==> src/rtl/eqs_pkg.sv <==
package eqs_pkg;
  typedef enum logic [1:0] {
    SRCH_JOINT     = 2'b00,
    SRCH_EQ        = 2'b01,
    SRCH_TAPS      = 2'b10,
    SRCH_JOINT_ALT = 2'b11
  } srch_mode_e;

  typedef enum logic [1:0] {
    ST_IDLE   = 2'b00,
    ST_SETTLE = 2'b01,
    ST_CLEAR  = 2'b10,
    ST_MEAS   = 2'b11
  } srch_state_e;
endpackage

==> src/rtl/eqs_cand_gen.sv <==
module eqs_cand_gen
  import eqs_pkg::*;
#(
  parameter int CODE_W = 4
) (
  input  srch_mode_e              sweep_mode,
  input  logic [3*CODE_W-1:0]     cand_idx,
  output logic [3*CODE_W-1:0]     cand_set,
  output logic                    sweep_wrap
);
  localparam int C = CODE_W;

  logic [C-1:0] pre_c, post_c, eq_c;

  always_comb begin
    pre_c      = '0;
    post_c     = '0;
    eq_c       = '0;
    sweep_wrap = 1'b0;
    case (sweep_mode)
      SRCH_EQ: begin
        eq_c       = cand_idx[C-1:0];
        sweep_wrap = (cand_idx[C-1:0] == '0);
      end
      SRCH_TAPS: begin
        pre_c      = cand_idx[2*C-1:C];
        post_c     = cand_idx[C-1:0];
        sweep_wrap = (cand_idx[2*C-1:0] == '0);
      end
      default: begin
        pre_c      = cand_idx[3*C-1:2*C];
        post_c     = cand_idx[2*C-1:C];
        eq_c       = cand_idx[C-1:0];
        sweep_wrap = (cand_idx == '0);
      end
    endcase
  end

  assign cand_set = {pre_c, post_c, eq_c};
endmodule

==> src/rtl/eqs_interval_cnt.sv <==
module eqs_interval_cnt #(
  parameter int CNT_W = 8
) (
  input  logic             clk,
  input  logic             rst_n,
  input  logic             restart,
  output logic [CNT_W-1:0] count
);
  always_ff @(posedge clk or negedge rst_n) begin
    if (!rst_n)              count <= '0;
    else if (restart)        count <= '0;
    else if (count != '1)    count <= count + 1'b1;
  end
endmodule

==> src/rtl/eqs_best_track.sv <==
module eqs_best_track #(
  parameter int SET_W = 12,
  parameter int ERR_W = 16
) (
  input  logic             clk,
  input  logic             rst_n,
  input  logic             init,
  input  logic [SET_W-1:0] init_set,
  input  logic             sample,
  input  logic [SET_W-1:0] sample_set,
  input  logic [ERR_W-1:0] sample_err,
  output logic [SET_W-1:0] best_set,
  output logic [SET_W-1:0] pick_set
);
  logic [ERR_W-1:0] best_err;
  logic             better;

  assign better   = sample && (sample_err < best_err);
  assign pick_set = better ? sample_set : best_set;

  always_ff @(posedge clk or negedge rst_n) begin
    if (!rst_n) begin
      best_set <= '0;
      best_err <= '1;
    end else if (init) begin
      best_set <= init_set;
      best_err <= '1;
    end else if (better) begin
      best_set <= sample_set;
      best_err <= sample_err;
    end
  end
endmodule

==> src/rtl/eq_search_ctrl.sv <==
module eq_search_ctrl
  import eqs_pkg::*;
#(
  parameter int CODE_W     = 4,
  parameter int ERR_W      = 16,
  parameter int SETTLE_CYC = 64,
  parameter int WINDOW_CYC = 1024
) (
  input  logic              clk,
  input  logic              rst_n,
  input  logic              start,
  input  logic              abort,
  input  logic [1:0]        mode,
  input  logic [ERR_W-1:0]  err_count,
  input  logic              chk_synced,
  output logic              chk_clear,
  output logic [CODE_W-1:0] pre_tap,
  output logic [CODE_W-1:0] post_tap,
  output logic [CODE_W-1:0] eq_code,
  output logic              busy,
  output logic              done,
  output logic              fail
);
  localparam int SET_W   = 3 * CODE_W;
  localparam int TMR_MAX = (SETTLE_CYC > WINDOW_CYC) ? SETTLE_CYC : WINDOW_CYC;
  localparam int TMR_W   = $clog2(TMR_MAX + 1);

  srch_state_e       state_q;
  srch_mode_e        mode_q;
  logic [SET_W-1:0]  idx_q;
  logic [SET_W-1:0]  applied_q;
  logic              done_q, fail_q;

  srch_mode_e        gen_mode;
  logic [SET_W-1:0]  gen_idx, next_set, best_set, pick_set;
  logic              next_wrap;
  logic [TMR_W-1:0]  tmr;
  logic              tmr_restart;
  logic [ERR_W-1:0]  eff_err;
  logic              idle, launch, settle_end, meas_end, clean, stop;

  assign idle       = (state_q == ST_IDLE);
  assign launch     = idle && start;
  assign stop       = !idle && abort;
  assign settle_end = (state_q == ST_SETTLE) && (tmr == TMR_W'(SETTLE_CYC - 1));
  assign meas_end   = (state_q == ST_MEAS) && (tmr == TMR_W'(WINDOW_CYC - 1)) && !abort;
  assign eff_err    = chk_synced ? err_count : '1;
  assign clean      = (eff_err == '0);

  assign gen_mode = idle ? srch_mode_e'(mode) : mode_q;
  assign gen_idx  = idle ? '0 : idx_q + 1'b1;

  eqs_cand_gen #(.CODE_W(CODE_W)) u_cand (
    .sweep_mode (gen_mode),
    .cand_idx   (gen_idx),
    .cand_set   (next_set),
    .sweep_wrap (next_wrap)
  );

  assign tmr_restart = launch || (state_q == ST_CLEAR) ||
                       (meas_end && !clean && !next_wrap);

  eqs_interval_cnt #(.CNT_W(TMR_W)) u_tmr (
    .clk     (clk),
    .rst_n   (rst_n),
    .restart (tmr_restart),
    .count   (tmr)
  );

  eqs_best_track #(.SET_W(SET_W), .ERR_W(ERR_W)) u_best (
    .clk        (clk),
    .rst_n      (rst_n),
    .init       (launch),
    .init_set   (next_set),
    .sample     (meas_end),
    .sample_set (applied_q),
    .sample_err (eff_err),
    .best_set   (best_set),
    .pick_set   (pick_set)
  );

  always_ff @(posedge clk or negedge rst_n) begin
    if (!rst_n) begin
      state_q   <= ST_IDLE;
      mode_q    <= SRCH_JOINT;
      idx_q     <= '0;
      applied_q <= '0;
      done_q    <= 1'b0;
      fail_q    <= 1'b0;
    end else if (launch) begin
      state_q   <= ST_SETTLE;
      mode_q    <= srch_mode_e'(mode);
      idx_q     <= '0;
      applied_q <= next_set;
      done_q    <= 1'b0;
      fail_q    <= 1'b0;
    end else if (stop) begin
      state_q   <= ST_IDLE;
      applied_q <= best_set;
      fail_q    <= 1'b1;
    end else begin
      case (state_q)
        ST_SETTLE: if (settle_end) state_q <= ST_CLEAR;
        ST_CLEAR:  state_q <= ST_MEAS;
        ST_MEAS: begin
          if (meas_end) begin
            if (clean) begin
              state_q <= ST_IDLE;
              done_q  <= 1'b1;
            end else if (next_wrap) begin
              state_q   <= ST_IDLE;
              applied_q <= pick_set;
              fail_q    <= 1'b1;
            end else begin
              state_q   <= ST_SETTLE;
              idx_q     <= gen_idx;
              applied_q <= next_set;
            end
          end
        end
        default: ;
      endcase
    end
  end

  assign chk_clear = (state_q == ST_CLEAR);
  assign busy      = !idle;
  assign done      = done_q;
  assign fail      = fail_q;
  assign pre_tap   = applied_q[SET_W-1:2*CODE_W];
  assign post_tap  = applied_q[2*CODE_W-1:CODE_W];
  assign eq_code   = applied_q[CODE_W-1:0];
endmodule

==> config.mk <==
export PLATFORM = sky130hd
export DESIGN_NAME = eq_search_ctrl
export DESIGN_NICKNAME = d
export VERILOG_FILES = /design/src/rtl/eqs_pkg.sv /design/src/rtl/eqs_cand_gen.sv /design/src/rtl/eqs_interval_cnt.sv /design/src/rtl/eqs_best_track.sv /design/src/rtl/eq_search_ctrl.sv
export SDC_FILE = /design/constraint.sdc
export NUM_CORES = 1
export LEC_CHECK = 0
export BUFFER_PORTS_ARGS = -buffer_cell sky130_fd_sc_hd__buf_2
export CORE_ASPECT_RATIO = 0.5
export CORE_MARGIN = 4
export CORE_UTILIZATION = 45
export CTS_BUF_LIST = sky130_fd_sc_hd__clkbuf_4
export DETAILED_ROUTE_END_ITERATION = 8
export GPL_TIMING_DRIVEN = 1
export HOLD_SLACK_MARGIN = 0.05
export PLACE_DENSITY = 0.63
export SETUP_SLACK_MARGIN = 0.05
export SLEW_MARGIN = 0
export SYNTH_ARGS = -nofsm -noshare
export SYNTH_HDL_FRONTEND = slang
export SYNTH_SLANG_ARGS = --single-unit
==> constraint.sdc <==
create_clock -name clk -period 7.4 [get_ports clk]
set_clock_uncertainty 0.2 [all_clocks]
set_input_delay 0 -clock clk [delete_from_list [all_inputs] [get_ports clk]]
set_output_delay 0 -clock clk [all_outputs]
set_load 0.005 [all_outputs]
Word level (Yosys, flattened, before mapping) --
Index checks and enable logic that the tools add are counted.
Storage, ports and cells: output and inout port bits 16, register bits 69
Cells by class: reductions and logical operators 33, add/subtract/negate cells 2, mux-type cells 43, equal/unequal tests 14, magnitude comparators 1
Operators with widths (number):
- $mux W12 | 15
- $mux W16 | 3
- $mux W11 | 2
- $logic_not A16 Y1 | 1
- $lt A16 B16 Y1 | 1
- $pmux W4 S2 | 2
- $mux W1 | 13
- $add A12 B1 Y12 const B | 1
- $logic_not A12 Y1 | 1
- $add A11 B1 Y11 const B | 1
- $eq A11 B10 Y1 const B | 1
- $eq A11 B6 Y1 const B | 1
- $ne A11 B11 Y1 const B | 1
- $mux W2 | 5
- $reduce_bool A2 Y1 | 5
- $reduce_bool A3 Y1 | 3
- $logic_and A1 B1 Y1 | 8
- $logic_not A8 Y1 | 1
- $ne A4 B4 Y1 const B | 2
- $reduce_and A4 Y1 | 2
- $eq A2 B2 Y1 const B | 3
- $pmux W2 S3 | 1
- $reduce_and A3 Y1 | 2
- $reduce_and A5 Y1 | 1
- 11 further kinds | 17

Longest topological paths before layout --
Gate-level depths: netlist of run 1.
depth after elaboration 11, depth in mapped cells 17

Modules after synthesis --
From an unflattened synthesis of run 1, not the netlist that was laid out.
Unflattened totals: cell total of the unflattened synthesis 498, area, all modules 4833.4 µm²
Modules (own cells, without submodules):
- eqs_best_track | instances 1, area each 1991.9 µm², cells each 195
- eq_search_ctrl | instances 1, area each 1953.1 µm², cells each 205
- eqs_interval_cnt | instances 1, area each 678.2 µm², cells each 67
- eqs_cand_gen | instances 1, area each 210.2 µm², cells each 31

Worst setup path before layout of run 1 --
Ideal clock, no wire load.
path kind reg2reg, from register state_q[0], to register idx_q[10], path slack 3901 ps, arrival time 3174 ps, data required time 7075 ps, stages on the path, launching flop included 15, path through dfrtp_1 -> clkbuf_1 -> nor2_1 -> buf_2 -> buf_1 -> mux2i_1 -> ha_1 -> inv_1 -> nor2_1 -> o21ai_0 -> a211o_1 -> o211a_2 -> a21oi_2 -> buf_4 -> mux2_2
Between the ends: longest elaborated chain between the ends 8, elaborated cells between the ends (all ways) 27
RTL lines:
- from (decl) | line eq_search_ctrl.sv:28 | srch_state_e state_q;
- from (signal assigned) | line eq_search_ctrl.sv:84 | state_q <= ST_IDLE;
- from (signal assigned) | line eq_search_ctrl.sv:91 | state_q <= ST_SETTLE;
- from (signal assigned) | line eq_search_ctrl.sv:98 | state_q <= ST_IDLE;
- branches (longest 8 deep; another with $mux W12)
- to (signal assigned) | line eq_search_ctrl.sv:116 | idx_q <= gen_idx;
- to (decl) | line eq_search_ctrl.sv:30 | logic [SET_W-1:0] idx_q;
Parallel ways; which one is timed is not known. The select of a mux whose other input is x is not followed. A chain may end at the register's enable or synchronous reset.

Worst setup path in the final report of run 1 --
from register state_q[0], to register u_tmr.count[8]
Between the ends: longest elaborated chain between the ends 8, elaborated cells between the ends (all ways) 21
RTL lines:
- $logic_not A2 Y1 | line eq_search_ctrl.sv:42 | assign idle = (state_q == ST_IDLE);
- $mux W12 / $mux W2 (equally long branches) | line eq_search_ctrl.sv:51, eq_search_ctrl.sv:50
- $logic_not A12 Y1, or another cell as far along | line eqs_cand_gen.sv:34 | sweep_wrap = (cand_idx == '0);
- $pmux W1 S2 | line eqs_cand_gen.sv:20 | case (sweep_mode)
- $logic_not A1 Y1 | line eq_search_ctrl.sv:61 | (meas_end && !clean && !next_wrap);
- $logic_and A1 B1 Y1 | line eq_search_ctrl.sv:61
- $logic_or A1 B1 Y1 * | line eq_search_ctrl.sv:60 | assign tmr_restart = launch || (state_q == ST_CLEAR) ||
- $mux W11 / $reduce_bool A2 Y1 (equally long branches)
- to (signal assigned) | line eqs_interval_cnt.sv:12 | else if (count != '1) count <= count + 1'b1;
- to (decl) | line eqs_interval_cnt.sv:7 | output logic [CNT_W-1:0] count
Every way passes the cells marked *; elsewhere a longest branch is shown, timed or not.

==> summary.md, run 1 <==
| Metric | Value |
|---|---|
| Run status | finished clean |
| CTS tree | done |
| HPWL after DPL | just under 8000 µm |
| P_sw | 290 µW |
| Post-synth EDFFs | 0 |
| Worst-case reg-to-reg path depth | 12 |
| Total GRT Usage | 0.216 |
| Leakage | 2.49 nW |
| DR vias/cell | 5.52 |
| Worst setup EP type | flip-flop |
| Hold-fix buffers, CTS | 40 |
| Postcts setup bufs | 0 |
| # resized after CTS | 0 |
| First-pass GRT wire length | roughly 20,000 µm |
| Mapped cell area | 4410 µm² |
| Int Power | 575 µW |
| Combinational share of power | 0.223 |
| Share of cells above drive strength 1 | 0.147 |
| Critical path required time | 7.57 ns |
| Sequential element share of the synthesized area | 0.396 |
| DIE AREA | between 10,000 and 15,000 µm² |
| Arr. time, crit path | 4.52 ns |
| Syn nets | 570 |
| Router iterations before antenna repair | 5 |
| Startpoint types | flip-flop |
| Commonest cells in the netlist | 81 x nor2_1, 62 x nand2_1, 53 x dfrtp_1 |
| VDD IR max | 0.0960 mV |
| Fillers | roughly 900 |
| Register share of total power | 0.470 |
| Count of cell types in the netlist | 63 |
| Max Freq | 230 MHz |
| Main synth FF type | dfrtp_1 |
| Clk sinks | 69 |
| CTS Buffer Depth | 2 |
| Post-synth top area share | 0.301 |
| Ant. Diodes | 0 |
| Most common cell in the netlist | nor2_1 |
| Syn avg cell area | 8.37 µm² |
| Gpl congestion | around 0.94 |
| Largest net degree at the start of global routing | 70 |
| Total grt overflow | 0 |
| CP max FO | 21 |
| Cells after Synth | 527 |
| I/O pin total | 39 |
| Final Util | 0.550 |
| Port bufs | 38 |
| Number of global-route vias before repair | 3,929 |
| Total Routed Length | 11,700 µm |
| Clk_lat worst skew | 0.46 ns |
| Min Tclk post-route | around 4.4 ns |
| Setup_tns | 0 ns |
| Register area | 1750 µm² |
| Max-cap violation count | 0 |
| Worst-Margin Slew | 1.02 ns |
| Vias | 4,048 |
| Clk network pwr share | 0.306 |
| Flops & latches, synth | 69 |
| Fin. Hold Viols | 0 |
| Final-report max-slew violation count | 0 |
| # rows | 25 |
| Avg WL per Cell | 15.9 µm |
| Die Wd | 148 µm |
| Rel. slew slack | 0.322 |
| Layout Area Growth over Synthesis | 18.6% |
| Post-route ant nets | 0 |
| Top post-synthesis cells by area | dfrtp_1 30%, dfstp_2 9.5%, nor2_1 6.9%, ha_1 5.7%, nand2_1 5.3% |
| Core Box Area | 9510 µm² |
| DR DRC count | 0 |
| CTS clk-pin slew, worst paths | 0.13 ns |
| H-tree levels | 3 |
| Initial antenna violation count | 0 |
| Post-synth top area cell | dfrtp_1 |
| Root Driver | clkbuf_4 |
| Final setup viols | 0 |
| Starting Density | 0.464 |
| # nets final | between 600 and 700 |
| Die Ht | 78.0 µm |
| Unrepaired setup endpoints after global routing | no |
| P per Cell Area | between 150 and 200 nW/µm² |
| Hold WC Path Type | in -> async |
| Final worst path period share | 0.588 |
| Crit path kind | reg -> reg |
| Post-synth ARST share | 1.00 |
| Inserted Clock Buffers | 9 |
| Initial drt markers | 325 |
| Switching share of total power | 0.335 |
| Ys Warns | 0 |
| Multi-input gate area | between 2000 and 2500 µm² |
[layout by cell type (no fill, tap or decap), drive strengths merged, types with 20 or more instances in the layout]
cell         netlist  routed
dlygate4sd3        0      40
dfrtp             53      53
ha                20      20
nor2              82      82
nand2             62      62
a21oi             29      29
inv               25      26
buf                8      43
o21ai             43      43
[metal layers]
layer  part of all wire  GRT usage  vias to the layer above
li1                   -          -                     1980
met1               0.50      0.299                     1965
met2               0.44      0.332                       89
met3              0.047     0.0566                       14
met4              0.012     0.0627                        0
met5                  0          0                        -
[critical path, cell delays in order, from the launching register on]
cell      delay [ns]
dfrtp_1         0.49
nor2_1          0.13
buf_4           0.25
inv_1           0.23
nand2_1         0.13
nand2_1         0.08
ha_1            0.55
nor2_1          0.08
a2111o_1        0.39
o211a_2         0.40
a21oi_2         0.58
o21ai_1         0.48
a211oi_1        0.28
[kinds of logic (layout without fill, tap and decap cells)]
logic type | after synthesis | after routing | synth area share
xor gates and xnor gates | 18 | 18 | 0.0358
adders and majority gates | 20 | 20 | 0.0568
AOI/OAI and AO/OA | 125 | 125 | 0.175
muxes | 16 | 16 | 0.0380
and+or+nand+nor | 226 | 226 | 0.249
buffers and inverters | 53 | 124 | 0.0497
DFF | 69 | 69 | 0.396
[state kept, by name (all words and copies together) (netlist names)]
signal	flops
mode_q	2
fail	1
u_best.best_set	12
u_best.best_err	16
applied_q	12
done	1
idx_q	12
u_tmr.count	11
state_q	2
[power by group through the flow]
stage | combinational [mW] | sequential [mW] | clock (mW)
final | 0.193 | 0.407 | 0.265
after global routing | 0.216 | 0.410 | 0.293
after CTS | 0.192 | 0.407 | 0.275
after detailed placement | 0.176 | 0.414 | 0
after global placement | 0.174 | 0.414 | 0
after floorplan | 0.126 | 0.410 | 0
[layout make-up]
type	count	share of cell area
Multi-Input combinational cell	405	0.467
Sequential cell	69	0.334
Timing Repair Buffer	83	0.120
Tap cell	135	0.0323
Inverter	25	0.0180
Clock buffer	10	0.0144
Clock inverter	6	0.0136
[worst paths after layout]
path | startpoint | to | slack, ns
setup reg to reg | state_q[0] | u_tmr.count[8] | 3.05
min in group clk | abort | state_q[1] | 0.17
max in group asynchronous | rst_n | idx_q[10] | 6.31
hold / removal | rst_n | u_best.best_set[8] | 0.06
setup / recovery | state_q[0] | u_tmr.count[8] | 3.05
hold reg to reg | mode_q[0] | mode_q[0] | 0.31
[per-stage QoR]
stage / total power, mW / hold WS [ns] / setup WS, ns / std cells / area (µm²)
3_3_place_gp: 0.589 / 0.0183 / 3.16 / 677 / 4680
6_report: 0.866 / 0.0620 / 3.05 / 733 / 5230
5_1_grt: 0.919 / 0.140 / 2.69 / 733 / 5230
3_5_place_dp: 0.590 / 0.0254 / 3.11 / 677 / 4680
2_1_floorplan: 0.536 / -0.496 / 3.90 / 527 / 4410
4_1_cts: 0.874 / 0.0742 / 3.05 / 733 / 5230
No activity file was read; power rests on OpenSTA's default activity.
==> run 2: changes to the inputs <==
--- a/config.mk
+++ b/config.mk
@@ -13,7 +13,7 @@
 export DETAILED_ROUTE_END_ITERATION = 8
 export GPL_TIMING_DRIVEN = 1
 export HOLD_SLACK_MARGIN = 0.05
-export PLACE_DENSITY = 0.63
+export PLACE_DENSITY = 0.65
 export SETUP_SLACK_MARGIN = 0.05
 export SLEW_MARGIN = 0
 export SYNTH_ARGS = -nofsm -noshare
==> constraint.sdc (replaced) <==
create_clock -name clk -period 3.7 [get_ports clk]
set_clock_uncertainty 0.2 [all_clocks]
set_input_delay 0 -clock clk [delete_from_list [all_inputs] [get_ports clk]]
set_output_delay 0 -clock clk [all_outputs]
set_load 0.005 [all_outputs]
==> run 2 against run 1 <==
  * Combinational power up 120%
  * Non-clock buffer count rose by 10
  * Die area stayed put
  * Register-to-register slack got worse by 2.6 ns
  * Global-route usage rose by 0.21 points
  * Via count increased by 2.8%
  * Power increased by 97%
  * Design area up 1.4%
  * Sequential power grew 100%
  * Critical endpoint is now applied_q[5]
  * Largest power group unchanged
==> summary.md, run 2 (synthesis gave the netlist of run 1 again) <==
| Metric | Value |
|---|---|
| Gpl congestion | 0.875 |
| CTS Buffer Depth | 2 |
| Clk_lat worst skew | roughly 0.45 ns |
| Fillers | 906 |
| Largest register FFs | 16 |
| Clk network pwr share | 0.276 |
| Rel. slew slack | 0.346 |
| Fin. Hold Viols | 0 |
| Root Driver | clkbuf_4 |
| Postcts setup bufs | 0 |
| Switching share of total power | 0.326 |
| Combinational share of power | 0.249 |
| H-tree levels | 3 |
| Layout Area Growth over Synthesis | 20.2% |
| Critical path required time | 3.85 ns |
| Core Box Area | 9510 µm² |
| Most frequent cells in the layout | 81 x nor2_1, 62 x nand2_1, 53 x dfrtp_1, 42 x o21ai_0, 40 x dlygate4sd3_1 |
| DR DRC count | 0 |
| Run status | finished clean |
| Worst setup EP type | flip-flop |
| Die Wd | between 100 and 150 µm |
| Final setup viols | 0 |
| Fin area | 5300 µm² |
| VDD IR max | 0.162 mV |
| P_sw | 557 µW |
| HPWL after DPL | 8040 µm |
| Starting Density | 0.464 |
| Dpl cells | 687 |
| Router iterations before antenna repair | 5 |
| # rows | 25 |
| Total GRT Usage | 0.218 |
| Port bufs | 38 |
| Clk sinks | 69 |
| Int Power | 1.15 mW |
| DIE AREA | 11,500 µm² |
| Final WS setup | 0.405 ns |
| DR vias/cell | approximately 5.6 |
| Worst-Margin Slew | 0.981 ns |
| Inserted Clock Buffers | 9 |
| Final Util | 0.557 |
| CTS clk-pin slew, worst paths | 0.13 ns |
| Hold WC Path Type | in -> async |
| Min Tclk post-route | roughly 3.3 ns |
| I/O pin total | 39 |
| First-pass GRT wire length | 20,000 µm |
| Avg WL per Cell | 15.9 µm |
| Worst Setup Slack post-DPL | between 0.2 and 0.3 ns |
| WHS | 0.0410 ns |
| Total grt overflow | 0 |
| Total Routed Length | 11,800 µm |
| Leakage | between 2 and 3 nW |
| Initial drt markers | around 340 |
| Crit path kind | reg -> reg |
| Reg with most FFs | u_best.best_err |
| CP max FO | 19 |
| Largest net degree at the start of global routing | 42 |
| Max-cap violation count | 0 |
| Setup_tns | 0 ns |
| Final-report max-slew violation count | 0 |
| Startpoint types | flip-flop |
| # nets final | 646 |
| Share of cells above drive strength 1 | 0.158 |
| Most common cell after layout, fill and taps aside | nor2_1 |
| Initial antenna violation count | 1 |
| Die Ht | around 78 µm |
| Multi-input gate area | approximately 2400 µm² |
| Register area | 1750 µm² |
| Max Freq | 304 MHz |
| Number of global-route vias before repair | 3,975 |
| Final worst path period share | 0.890 |
| P per Cell Area | 322 nW/µm² |
| Post-route ant nets | 0 |
| Vias | approximately 4,200 |
| Unrepaired setup endpoints after global routing | no |
| Non-Filler Instances | 744 |
| Register share of total power | 0.476 |
| CTS tree | done |
| Total power | 1.71 mW |
| Dpl cell area | 4770 µm² |
| Arr. time, crit path | 3.44 ns |
[run 2: cell types whose count changed in the layout (fill, tap and decap cells not counted), sizes merged]
cell,change
clkinv,+4
clkinvlp,-2
buf,+10
diode,+1
clkbuf,-1
inv,-1
[run 2: worst paths after layout]
path                                      from             to  slack (ns)  cells after the start
setup / recovery                    state_q[1]   applied_q[5]        0.41                     15
hold / removal                           rst_n   applied_q[5]        0.04                      2
setup reg to reg                    state_q[1]   applied_q[5]        0.41                     15
hold reg to reg            u_best.best_set[11]  applied_q[11]        0.32                      1
max in group asynchronous                rst_n      idx_q[11]        2.54                      3
min in group clk                         abort     state_q[1]        0.20                      3
[run 2: final cells by class]
type	count	share of cell area
multi-input combinational	405	0.462
sequential	69	0.330
timing repair buffer	93	0.135
tap	135	0.0319
inverter	25	0.0177
clock buffer	9	0.0128
clock inverter	7	0.0106
antenna	1	0.000472
[run 2: layer usage]
metal / GRT usage / up-vias / wire length [µm]
li1: - / 1999 / -
met1: 0.305 / 1999 / 5700
met2: 0.328 / 149 / 5190
met3: 0.0677 / 15 / 797
met4: 0.0544 / 0 / 146
met5: 0 / - / 0
[run 2: what timing repair did]
item                       4_1_cts  5_1_grt
resized for setup                0        1
hold buffers                    40        0
hold endpoints to repair        73        0
setup endpoints to repair        0        1
[run 2: power groups by stage]
stage | clock network [mW] | registers [mW] | logic, mW
after floorplan | 0 | 0.819 | 0.252
after global placement | 0 | 0.826 | 0.381
after detailed placement | 0 | 0.827 | 0.385
after CTS | 0.482 | 0.813 | 0.416
after global routing | 0.523 | 0.818 | 0.469
final | 0.471 | 0.812 | 0.425
[run 2: critical path, stage by stage, from the launching register on]
cell and delay (ns):
dfrtp_1 0.48, nor2_1 0.23, buf_4 0.28, inv_1 0.08, nand2_1 0.07, nand2_1 0.07
ha_1 0.27, inv_1 0.19, nor2_1 0.10, o21ai_0 0.09, a211o_1 0.14, o211a_2 0.19
buf_4 0.21, o311ai_0 0.24, a21oi_1 0.27, o2bb2ai_1 0.10
==> run 3: changes to the inputs <==
--- a/config.mk
+++ b/config.mk
@@ -8,14 +8,13 @@
 export BUFFER_PORTS_ARGS = -buffer_cell sky130_fd_sc_hd__buf_2
 export CORE_ASPECT_RATIO = 0.5
 export CORE_MARGIN = 4
-export CORE_UTILIZATION = 45
+export CORE_UTILIZATION = 56
 export CTS_BUF_LIST = sky130_fd_sc_hd__clkbuf_4
 export DETAILED_ROUTE_END_ITERATION = 8
 export GPL_TIMING_DRIVEN = 1
 export HOLD_SLACK_MARGIN = 0.05
-export PLACE_DENSITY = 0.65
+export PLACE_DENSITY = 0.79
 export SETUP_SLACK_MARGIN = 0.05
-export SLEW_MARGIN = 0
 export SYNTH_ARGS = -nofsm -noshare
 export SYNTH_HDL_FRONTEND = slang
 export SYNTH_SLANG_ARGS = --single-unit
==> run 3 against run 2 <==
  * Critical path depth is 5 lower
  * Design area is 0.19% lower
  * Clock-buffer cell count is 5 higher
  * Final cell count is 3.8% lower
  * Worst setup slack worse by 0.12 ns
  * Non-clock buffer count stayed put
  * Routed wire length is 1.3% higher
  * Sequential cell count stayed put
  * Power is 2.0% higher
  * Critical endpoint is now u_best.best_err[0]
==> summary.md, run 3 (synthesis gave the netlist of run 1 again) <==
| Metric | Value |
|---|---|
| Run status | finished clean |
| P per Cell Area | between 300 and 400 nW/µm² |
| VDD IR max | 0.238 mV |
| Critical path required time | 3.82 ns |
| Total grt overflow | 0 |
| Fillers | a little over 600 |
| Final setup viols | 0 |
| Crit path kind | reg -> reg |
| Startpoint types | flip-flop |
| Max-cap violation count | 0 |
| Router iterations before antenna repair | 5 |
| Total power | 1.74 mW |
| Hold Crit Depth | 3 |
| Core Box Area | 7490 µm² |
| Post-route ant nets | 0 |
| Clk_lat worst skew | about 0.42 ns |
| Worst Setup Slack post-DPL | 0.293 ns |
| DIE AREA | 9440 µm² |
| Fin area | between 5000 and 6000 µm² |
| I/O pin total | 39 |
| CTS tree | done |
| Largest register FFs | 16 |
| Arr. time, crit path | 3.54 ns |
| Vias | 4,264 |
| Postcts setup bufs | 0 |
| Starting Density | 0.589 |
| CTS Buffer Depth | 2 |
| Initial drt markers | 334 |
| Initial antenna violation count | 0 |
| HPWL after DPL | 7870 µm |
| Rel. slew slack | 0.480 |
| # nets final | 646 |
| Setup_tns | 0 ns |
| Worst setup EP type | flip-flop |
| Most frequent cells in the layout | 80 x nor2_1, 62 x nand2_1, 53 x dfrtp_1, 42 x o21ai_0, 42 x dlygate4sd3_1 |
| DR vias/cell | 5.96 |
| Most common cell after layout, fill and taps aside | nor2_1 |
| Avg WL per Cell | 16.7 µm |
| Final-report max-slew violation count | 0 |
| Worst-Margin Slew | just under 0.8 ns |
| Number of global-route vias before repair | 4,282 |
| DR DRC count | 0 |
| Dpl cell area | 4700 µm² |
| CP max FO | 16 |
| Gpl congestion | 0.925 |
| H-tree levels | 3 |
| Hold WC Path Type | in -> reg |
| Fin. Hold Viols | 0 |
| Clk sinks | 69 |
| Min Tclk post-route | 3.42 ns |
| Total GRT Usage | 0.271 |
| Root Driver | clkbuf_4 |
| Largest net degree at the start of global routing | 37 |
| Reg with most FFs | u_best.best_err |
| Share of cells above drive strength 1 | 0.163 |
| Inserted Clock Buffers | 9 |
| Final WS setup | 0.281 ns |
| Unrepaired setup endpoints after global routing | no |
| Die Ht | ~71 µm |
| Total Routed Length | 12,000 µm |
| # rows | 22 |
| First-pass GRT wire length | 20,700 µm |
| Die Wd | 133 µm |
| Leakage | 2.55 nW |
| CTS clk-pin slew, worst paths | 0.11 ns |
| Worst-case reg-to-reg path depth | 10 |
| Ant. Diodes | 0 |
| Final worst path period share | 0.924 |
| Port bufs | 38 |
| Layout Area Growth over Synthesis | 19.9% |
| Max Freq | 292 MHz |
## run 3: changes by cell type in the layout (fill, tap and decap cells not counted), sizes merged
cell,before,now
diode,1,0
dlygate4sd3,40,42
clkbuf,9,14
buf,53,51
clkinv,6,1
## run 3: worst max-delay path: stages (launching register included)
cell,delay (ns)
dfrtp_1,0.43
ha_1,0.21
and4_1,0.28
and4_1,0.32
a21boi_0,0.27
nand4_1,0.27
buf_4,0.29
buf_4,0.21
nor3b_1,0.18
dlygate4sd3_1,0.58
o21ai_0,0.08
## run 3: per-stage QoR
step | util | cells | hold slack (ns)
after floorplan | - | 527 | -0.496
after detailed placement | 0.628 | 657 | -0.0790
after global placement | 0.628 | 657 | -0.0911
final | 0.706 | 716 | 0.210
after CTS | 0.705 | 716 | 0.180
after global routing | 0.706 | 716 | 0.187
## run 3: layer usage
metal  global-route usage  vias up  part of all wire
met5                    0        -                 0
met1                0.356     2081              0.45
met2                0.432      154              0.46
li1                     -     1996                 -
met3               0.0795       33             0.067
met4               0.0958        0             0.024
## run 3: final cells by class
type / instances / area (µm²) / area share
Sequential cell: 69 / 1750 / 0.330
Inverter: 25 / 93.8 / 0.0177
Timing Repair Buffer: 93 / 721 / 0.136
Tap cell: 108 / 135 / 0.0256
Clock inverter: 2 / 35.0 / 0.00662
Multi-Input combinational cell: 405 / 2450 / 0.464
Clock buffer: 14 / 105 / 0.0199
## run 3: final timing paths
check                               startpoint            endpoint  slack [ns]
max in group asynchronous                rst_n  u_best.best_err[9]        2.36
min in group asynchronous                rst_n      u_tmr.count[6]        0.45
worst max-delay path            u_tmr.count[0]  u_best.best_err[0]        0.28
worst min register to register       mode_q[0]           mode_q[0]        0.29
worst min-delay path                     abort          state_q[1]        0.21
worst max register to register  u_tmr.count[0]  u_best.best_err[0]        0.28
## run 3: power by group
part | switching, mW | internal, mW
combinational | 0.247 | 0.168
sequential | 0.0313 | 0.785
clock | 0.266 | 0.244
total | 0.544 | 1.20
## run 3: timing repair
item                       CTS  global route
hold endpoints to repair    65             0
resized for setup            0             4
hold buffers                43             0
setup endpoints to repair    0             9
